--- src/rtl/coef_thresh_pkg.sv ---
package coef_thresh_pkg;

   typedef enum logic {
      MODE_ACQUIRE = 1'b0,
      MODE_MONITOR = 1'b1
   } path_mode_e;

   // serial frame length: address field followed by value field
   function automatic int frame_bits(input int addr_w, input int val_w);
      return addr_w + val_w;
   endfunction

   // flat table index of a channel/stream pair
   function automatic int table_index(input int ch, input int st, input int streams);
      return ch * streams + st;
   endfunction

endpackage

--- src/rtl/cth_spi_rx.sv ---
module cth_spi_rx #(
   parameter int ADDR_W      = 8,
   parameter int THR_W       = 9,
   parameter int SYNC_STAGES = 2
) (
   input  logic              clk,
   input  logic              rst_n,
   input  logic              sclk,
   input  logic              cs_n,
   input  logic              mosi,
   output logic              wr_en,
   output logic [ADDR_W-1:0] wr_addr,
   output logic [THR_W-1:0]  wr_val
);
   localparam int FRAME_W = coef_thresh_pkg::frame_bits(ADDR_W, THR_W);
   localparam int CNT_W   = $clog2(FRAME_W + 1);

   if (SYNC_STAGES < 2) begin : g_bad_sync
      $error("cth_spi_rx: SYNC_STAGES must be at least 2");
   end

   logic [SYNC_STAGES-1:0] sclk_q, cs_q, mosi_q;
   logic                   sclk_d;
   logic [CNT_W-1:0]       bit_cnt;
   logic [FRAME_W-2:0]     shreg;
   logic [FRAME_W-1:0]     frame_nx;
   logic                   sclk_rise, selected, bit_in;

   always_ff @(posedge clk) begin
      if (!rst_n) begin
         sclk_q <= '0;
         cs_q   <= '1;
         mosi_q <= '0;
         sclk_d <= 1'b0;
      end else begin
         sclk_q <= {sclk_q[SYNC_STAGES-2:0], sclk};
         cs_q   <= {cs_q[SYNC_STAGES-2:0], cs_n};
         mosi_q <= {mosi_q[SYNC_STAGES-2:0], mosi};
         sclk_d <= sclk_q[SYNC_STAGES-1];
      end
   end

   assign sclk_rise = sclk_q[SYNC_STAGES-1] & ~sclk_d;
   assign selected  = ~cs_q[SYNC_STAGES-1];
   assign bit_in    = mosi_q[SYNC_STAGES-1];
   assign frame_nx  = {shreg, bit_in};

   always_ff @(posedge clk) begin
      if (!rst_n) begin
         bit_cnt <= '0;
         shreg   <= '0;
         wr_en   <= 1'b0;
         wr_addr <= '0;
         wr_val  <= '0;
      end else begin
         wr_en <= 1'b0;
         if (!selected) begin
            bit_cnt <= '0;
         end else if (sclk_rise && (bit_cnt != CNT_W'(FRAME_W))) begin
            shreg   <= frame_nx[FRAME_W-2:0];
            bit_cnt <= bit_cnt + 1'b1;
            if (bit_cnt == CNT_W'(FRAME_W - 1)) begin
               wr_en   <= 1'b1;
               wr_addr <= frame_nx[FRAME_W-1 -: ADDR_W];
               wr_val  <= frame_nx[THR_W-1:0];
            end
         end
      end
   end

endmodule

--- src/rtl/cth_thr_bank.sv ---
module cth_thr_bank #(
   parameter int CHANNELS = 32,
   parameter int STREAMS  = 5,
   parameter int ADDR_W   = 8,
   parameter int THR_W    = 9,
   parameter int CH_W     = 5,
   parameter int ST_W     = 3
) (
   input  logic              clk,
   input  logic              rst_n,
   input  logic              wr_en,
   input  logic [ADDR_W-1:0] wr_addr,
   input  logic [THR_W-1:0]  wr_val,
   input  logic [CH_W-1:0]   rd_ch,
   input  logic [ST_W-1:0]   rd_st,
   output logic              rd_ok,
   output logic [THR_W-1:0]  rd_thr
);
   localparam int ENTRIES = CHANNELS * STREAMS;
   localparam int IDX_W   = $clog2(ENTRIES);

   logic [THR_W-1:0]   thr [ENTRIES];
   logic [ENTRIES-1:0] hit;
   logic [IDX_W-1:0]   rd_idx;

   for (genvar e = 0; e < ENTRIES; e++) begin : g_dec
      assign hit[e] = wr_en && (wr_addr == ADDR_W'(e));
   end

   always_ff @(posedge clk) begin
      if (!rst_n) begin
         for (int e = 0; e < ENTRIES; e++) thr[e] <= '0;
      end else begin
         for (int e = 0; e < ENTRIES; e++)
            if (hit[e]) thr[e] <= wr_val;
      end
   end

   always_comb begin
      rd_ok  = (int'(rd_ch) < CHANNELS) && (int'(rd_st) < STREAMS);
      rd_idx = rd_ok ? IDX_W'(coef_thresh_pkg::table_index(int'(rd_ch), int'(rd_st), STREAMS))
                     : '0;
      rd_thr = rd_ok ? thr[rd_idx] : '0;
   end

endmodule

--- src/rtl/cth_gate.sv ---
module cth_gate #(
   parameter int DATA_W = 10,
   parameter int THR_W  = 9,
   parameter int CH_W   = 5,
   parameter int ST_W   = 3
) (
   input  logic              clk,
   input  logic              rst_n,
   input  logic              mode,
   input  logic              in_valid,
   input  logic [DATA_W-1:0] in_data,
   input  logic [CH_W-1:0]   in_ch,
   input  logic [ST_W-1:0]   in_st,
   input  logic              thr_ok,
   input  logic [THR_W-1:0]  thr,
   output logic              out_valid,
   output logic [DATA_W-1:0] out_data,
   output logic [CH_W-1:0]   out_ch,
   output logic [ST_W-1:0]   out_st
);
   import coef_thresh_pkg::*;

   localparam int MAG_W = DATA_W - 1;

   path_mode_e       mode_e;
   logic [MAG_W-1:0] mag;
   logic             keep;

   always_comb begin
      mode_e = path_mode_e'(mode);
      mag    = in_data[MAG_W-1:0];
      keep   = (mode_e == MODE_MONITOR) || (thr_ok && (mag >= thr));
   end

   always_ff @(posedge clk) begin
      if (!rst_n) begin
         out_valid <= 1'b0;
         out_data  <= '0;
         out_ch    <= '0;
         out_st    <= '0;
      end else begin
         out_valid <= in_valid;
         if (in_valid) begin
            out_data <= keep ? in_data : '0;
            out_ch   <= in_ch;
            out_st   <= in_st;
         end
      end
   end

endmodule

--- src/rtl/coef_thresh_unit.sv ---
module coef_thresh_unit #(
   parameter int CHANNELS    = 32,
   parameter int LEVELS      = 4,
   parameter int DATA_W      = 10,
   parameter int ADDR_W      = 8,
   parameter int SYNC_STAGES = 2,
   parameter int CH_W        = $clog2(CHANNELS),
   parameter int ST_W        = $clog2(LEVELS + 1)
) (
   input  logic              clk,
   input  logic              rst_n,
   input  logic              mode_monitor,
   input  logic              spi_sclk,
   input  logic              spi_cs_n,
   input  logic              spi_mosi,
   input  logic              in_valid,
   input  logic [DATA_W-1:0] in_data,
   input  logic [CH_W-1:0]   in_ch,
   input  logic [ST_W-1:0]   in_st,
   output logic              out_valid,
   output logic [DATA_W-1:0] out_data,
   output logic [CH_W-1:0]   out_ch,
   output logic [ST_W-1:0]   out_st
);
   localparam int STREAMS = LEVELS + 1;
   localparam int ENTRIES = CHANNELS * STREAMS;
   localparam int THR_W   = DATA_W - 1;

   if (ENTRIES > (1 << ADDR_W)) begin : g_bad_addr
      $error("coef_thresh_unit: ADDR_W too narrow for the table");
   end
   if (CH_W < $clog2(CHANNELS) || ST_W < $clog2(STREAMS)) begin : g_bad_tag
      $error("coef_thresh_unit: tag widths too narrow");
   end
   if (DATA_W < 2) begin : g_bad_data
      $error("coef_thresh_unit: DATA_W must hold sign and magnitude");
   end

   logic              wr_en;
   logic [ADDR_W-1:0] wr_addr;
   logic [THR_W-1:0]  wr_val;
   logic              thr_ok;
   logic [THR_W-1:0]  thr;

   cth_spi_rx #(
      .ADDR_W(ADDR_W), .THR_W(THR_W), .SYNC_STAGES(SYNC_STAGES)
   ) u_spi (
      .clk(clk), .rst_n(rst_n),
      .sclk(spi_sclk), .cs_n(spi_cs_n), .mosi(spi_mosi),
      .wr_en(wr_en), .wr_addr(wr_addr), .wr_val(wr_val)
   );

   cth_thr_bank #(
      .CHANNELS(CHANNELS), .STREAMS(STREAMS), .ADDR_W(ADDR_W),
      .THR_W(THR_W), .CH_W(CH_W), .ST_W(ST_W)
   ) u_bank (
      .clk(clk), .rst_n(rst_n),
      .wr_en(wr_en), .wr_addr(wr_addr), .wr_val(wr_val),
      .rd_ch(in_ch), .rd_st(in_st), .rd_ok(thr_ok), .rd_thr(thr)
   );

   cth_gate #(
      .DATA_W(DATA_W), .THR_W(THR_W), .CH_W(CH_W), .ST_W(ST_W)
   ) u_gate (
      .clk(clk), .rst_n(rst_n), .mode(mode_monitor),
      .in_valid(in_valid), .in_data(in_data), .in_ch(in_ch), .in_st(in_st),
      .thr_ok(thr_ok), .thr(thr),
      .out_valid(out_valid), .out_data(out_data), .out_ch(out_ch), .out_st(out_st)
   );

endmodule

--- config.mk ---
export PLATFORM = sky130hd
export DESIGN_NAME = coef_thresh_unit
export DESIGN_NICKNAME = d
export VERILOG_FILES = /design/src/rtl/coef_thresh_pkg.sv /design/src/rtl/cth_spi_rx.sv /design/src/rtl/cth_thr_bank.sv /design/src/rtl/cth_gate.sv /design/src/rtl/coef_thresh_unit.sv
export SDC_FILE = /design/constraint.sdc
export NUM_CORES = 2
export LEC_CHECK = 0
export BUFFER_PORTS_ARGS = -buffer_cell sky130_fd_sc_hd__buf_4
export CORE_ASPECT_RATIO = 1.2
export CORE_MARGIN = 3
export CORE_UTILIZATION = 45
export CTS_BUF_LIST = sky130_fd_sc_hd__clkbuf_2
export DETAILED_ROUTE_END_ITERATION = 8
export PLACE_DENSITY_LB_ADDON = 0.2
export SYNTH_ARGS = -nofsm -noshare
export SYNTH_HDL_FRONTEND = slang
export SYNTH_SLANG_ARGS = --single-unit
--- constraint.sdc ---
create_clock -name clk -period 9.15 [get_ports clk]
set_input_delay 0.4575 -clock clk [delete_from_list [all_inputs] [get_ports clk]]
set_output_delay 0.4575 -clock clk [all_outputs]
set_load 0.01 [all_outputs]
==> impl_metrics.json <==
{
  "ys.flop_type": "edfxtp_1",
  "critPathBufInv": 4,
  "slew_violations": 0,
  "path_clk_slew_ns": 0.10,
  "ys_warn_count": 0,
  "chipWidth_um": 356,
  "hold_depth": 1,
  "cap_violations": 0,
  "grt_start_max_net_pins": 130,
  "period_share_pct": 72.7,
  "peakVddDrop_mv": 0.117,
  "cp.depth": 23,
  "synthesis.nets": 5463,
  "hold_class": "flop to flop",
  "drive_above_1_share_pct": 15.9,
  "cts_tree": "done",
  "min_to": "u_spi.cs_q[1]$_SDFF_PN1_",
  "slowest_delay_ns": 1.15,
  "floorplan.core_area_um2": 146000,
  "io_pins": 44,
  "synth_compound_area_share_pct": 9.54,
  "drt_iter0_markers": 6394,
  "syn_to_final_growth_pct": 9.31,
  "synth_xor_area_share_pct": 0.0906,
  "p_int_mw": 10.1,
  "synth_cells": 5410,
  "seqPwrFrac_pct": 52.7,
  "slew_headroom_pct": 10.7,
  "reg2reg_from": "u_bank.thr[86][0]$_SDFFCE_PN0P_",
  "fmax_mhz": 150,
  "drc": 0,
  "endpoint_kind": "flop",
  "utilization_pct": 49.7,
  "path_max_fanout": 37,
  "cts.sinks": 1505,
  "synth_fa_ha_area_share_pct": 0.540,
  "ys_types": 84,
  "firstDrtPassIters": 8,
  "hold_viol": 0,
  "min_period_ns": 6.66,
  "wl_per_cell_um": 28.6,
  "critPathSlowestCell": "fa_4",
  "cts_buffer_depth": 4,
  "crit_chain": "dlygate4sd3_1, buf_4, ha_1, ha_1, inv_1, fa_4, nand2b_1, nand2_1, a221o_1, o22ai_1, a221oi_1, a311oi_1, nor3_1, o221ai_1, ha_1, a21o_1, a21o_1, a21oi_1, nor2b_1, o21ai_0, a31oi_2, a22o_1, dlygate4sd3_1",
  "yosys.area_share.simple_pct": 13.1,
  "synth_top_area_share_pct": 65.2,
  "worstMarginPinSlew_ns": 1.34,
  "worstHoldStart": "u_spi.cs_q[0]$_SDFF_PN1_",
  "cts_buffers": 380,
  "crit_type": "primary input to flop",
  "first_global_vias": 46304,
  "status": "finished clean",
  "synth_top_family_by_area": "simple AND/OR/NAND/NOR gates",
  "synth_edf_count": 1440,
  "power_density_nw_per_um2": 204,
  "reg2reg_depth": 17,
  "worst_ep_arrival_time_ns": 8.29,
  "hpwlAfterDp_um": 137000,
  "vias": 47928,
  "fin_skew_ns": 0.143,
  "async_reset_ff_share_pct": 0,
  "clockRootBuffer": "clkbuf_2",
  "yosysTopAreaCell": "edfxtp_1",
  "clkLatencyLatePin_ns": 1.80,
  "synthMuxAreaShare_pct": 6.52,
  "finalSetupViolations": 0,
  "total_power_mw": 14.8,
  "clockPowerShare_pct": 29.5,
  "leakagePower_nw": 25.1,
  "cp.required_ns": 10.79,
  "path_delay_family": "compound AO/OA/AOI/OAI gates",
  "rsz0062_at_grt": "false",
  "final_cell_count_no_fill": 7820,
  "pwr-share-comb_pct": 17.8,
  "fillers": 12926,
  "dp.cells": 7088,
  "swShare_pct": 31.6,
  "grt_pass1_wl_um": 320000,
  "start_kind": "primary input",
  "grt_usage_pct": 29.0,
  "r2r_end": "u_gate.out_data[2]$_SDFFE_PN0P_",
  "antenna_found_initial": 11,
  "routed_wl_um": 224000,
  "critical_path.startpoint": "in_ch[0]",
  "p_sw_mw": 4.68,
  "final.setup.tns_ns": 0,
  "ff2ff_setup_slack_ns": 3.78,
  "die-area_um2": 152000,
  "holdWs_ns": 0.422,
  "avgSynthCellArea_um2": 12.3,
  "die_y_um": 426,
  "initial_core_util_pct": 45.5,
  "overflow": 0,
  "gp_congestion": 0.944,
  "fin_nets": 5663,
  "crit_top_cell": "ha_1",
  "post-cts-setup-buffers": 0,
  "syn_area_um2": 66300,
  "synthTopCellsByArea": "edfxtp_1, nor2_1, nand2_1, mux4_2, mux2i_1",
  "antenna_left": 0,
  "ys_ff_latch": 1505,
  "htreeDepth": 5,
  "portBuffers": 43,
  "synth-seq-area-share_pct": 67.2,
  "viasPerCell": 6.13,
  "row_count": 153
}
## Yosys cell counts (all sizes together) (65+ instances only)
master	count
buf	198
a211oi	66
mux2	74
a21oi	179
o21ai	175
o22ai	77
edfxtp	1440
dfxtp	65
nor2	1315
nand2	604
mux2i	166
mux4	81
clkbuf	222
## kinds of logic (layout without fill, tap and decap cells)
group                      count (synthesis)  count (layout)
DFF                                     1505            1505
xor gates and xnor gates                   6               6
adders and majority gates                 28              28
AOI/OAI and AO/OA                        924             924
other                                      0               8
muxes                                    321             321
and+or+nand+nor                         2168            2168
buffers and inverters                    458             923
## layout by cell type, fill, tap and decap left out, types with 12 or more instances in the layout
master,netlist,final
a211o_1,18,18
a211oi_1,66,66
a21boi_0,28,28
a21oi_1,178,177
a221oi_1,54,54
a222oi_1,12,12
a22o_1,25,25
a22oi_1,43,43
a311oi_1,34,34
a31oi_1,39,39
and2_1,13,13
and3_1,17,17
buf_12,0,15
buf_4,29,145
clkbuf_2,0,545
clkinv_1,0,93
dfxtp_1,65,65
dlygate4sd3_1,0,77
edfxtp_1,1440,1440
ha_1,27,25
inv_1,38,36
mux2_2,74,74
mux2i_1,166,166
mux4_2,81,81
nand2_1,602,590
nand2_4,0,13
nand2b_1,21,21
nand3_1,56,56
nor2_1,1310,1297
nor2_2,3,14
nor2b_1,32,32
nor3_1,62,56
o2111ai_1,17,17
o211ai_1,27,27
o21ai_0,170,168
o221ai_1,28,28
o22ai_1,77,77
o32a_1,14,14
o32ai_1,14,14
or3_1,16,16
## power groups by stage
stage / logic [mW] / clock network (mW) / registers, mW
finish: 2.63 / 4.36 / 7.80
global route: 2.70 / 4.75 / 7.82
CTS: 2.56 / 4.41 / 7.80
detailed placement: 2.52 / 0 / 7.96
global placement: 2.52 / 0 / 7.95
floorplan: 1.47 / 0 / 7.93
## state kept, by name, summed over array words and instances (netlist names)
signal,count
u_bank.thr,1440
u_spi.shreg,16
u_gate.out_data,10
u_spi.wr_val,9
u_spi.wr_addr,8
u_gate.out_ch,5
u_spi.bit_cnt,5
u_gate.out_st,3
u_spi.cs_q,2
u_spi.mosi_q,2
u_spi.sclk_q,2
u_gate.out_valid,1
u_spi.sclk_d,1
u_spi.wr_en,1
## final cells by class
class / count / area [um^2] / share of cell area [%]
Sequential cell: 1505 / 44500 / 61.5
Tap cell: 1937 / 2420 / 3.34
Timing Repair Buffer: 238 / 2170 / 3.00
Clock inverter: 102 / 418 / 0.577
Inverter: 38 / 143 / 0.197
Clock buffer: 545 / 2730 / 3.76
Antenna cell: 8 / 20.0 / 0.0276
Multi-Input combinational cell: 3447 / 20000 / 27.6
## worst max-delay path by stage
stage | slack, ns | endpoint
3_5_place_dp | 2.01 | u_gate.out_data[6]$_SDFFE_PN0P_
2_1_floorplan | 4.28 | u_gate.out_data[0]$_SDFFE_PN0P_
3_3_place_gp | 1.98 | u_gate.out_data[9]$_SDFFE_PN0P_
6_report | 2.49 | u_gate.out_data[2]$_SDFFE_PN0P_
5_1_grt | 2.46 | u_gate.out_data[6]$_SDFFE_PN0P_
4_1_cts | 2.87 | u_gate.out_data[6]$_SDFFE_PN0P_
## stage by stage
stage	cell area [um^2]	setup WS [ns]
final	72500	2.49
after global routing	72500	2.46
after CTS	72400	2.87
after detailed placement	68500	2.01
after global placement	68500	1.98
after floorplan	66300	4.28
## routing by layer
layer  wire length (um)  global-route usage [%]  up-vias
li1                   -                       -    20523
met5                 75                       0        -
met3              24400                    7.55      639
met2             104000                    45.3     3073
met1              82400                    37.0    23679
met4              13000                    16.1       14
## what timing repair did
item / in CTS / in global routing
endpoints found under the hold margin: 1179 / 0
hold buffers: 77 / 0
gates resized for setup: 0 / 0
Note: power is estimated with default switching activity, not from simulation.
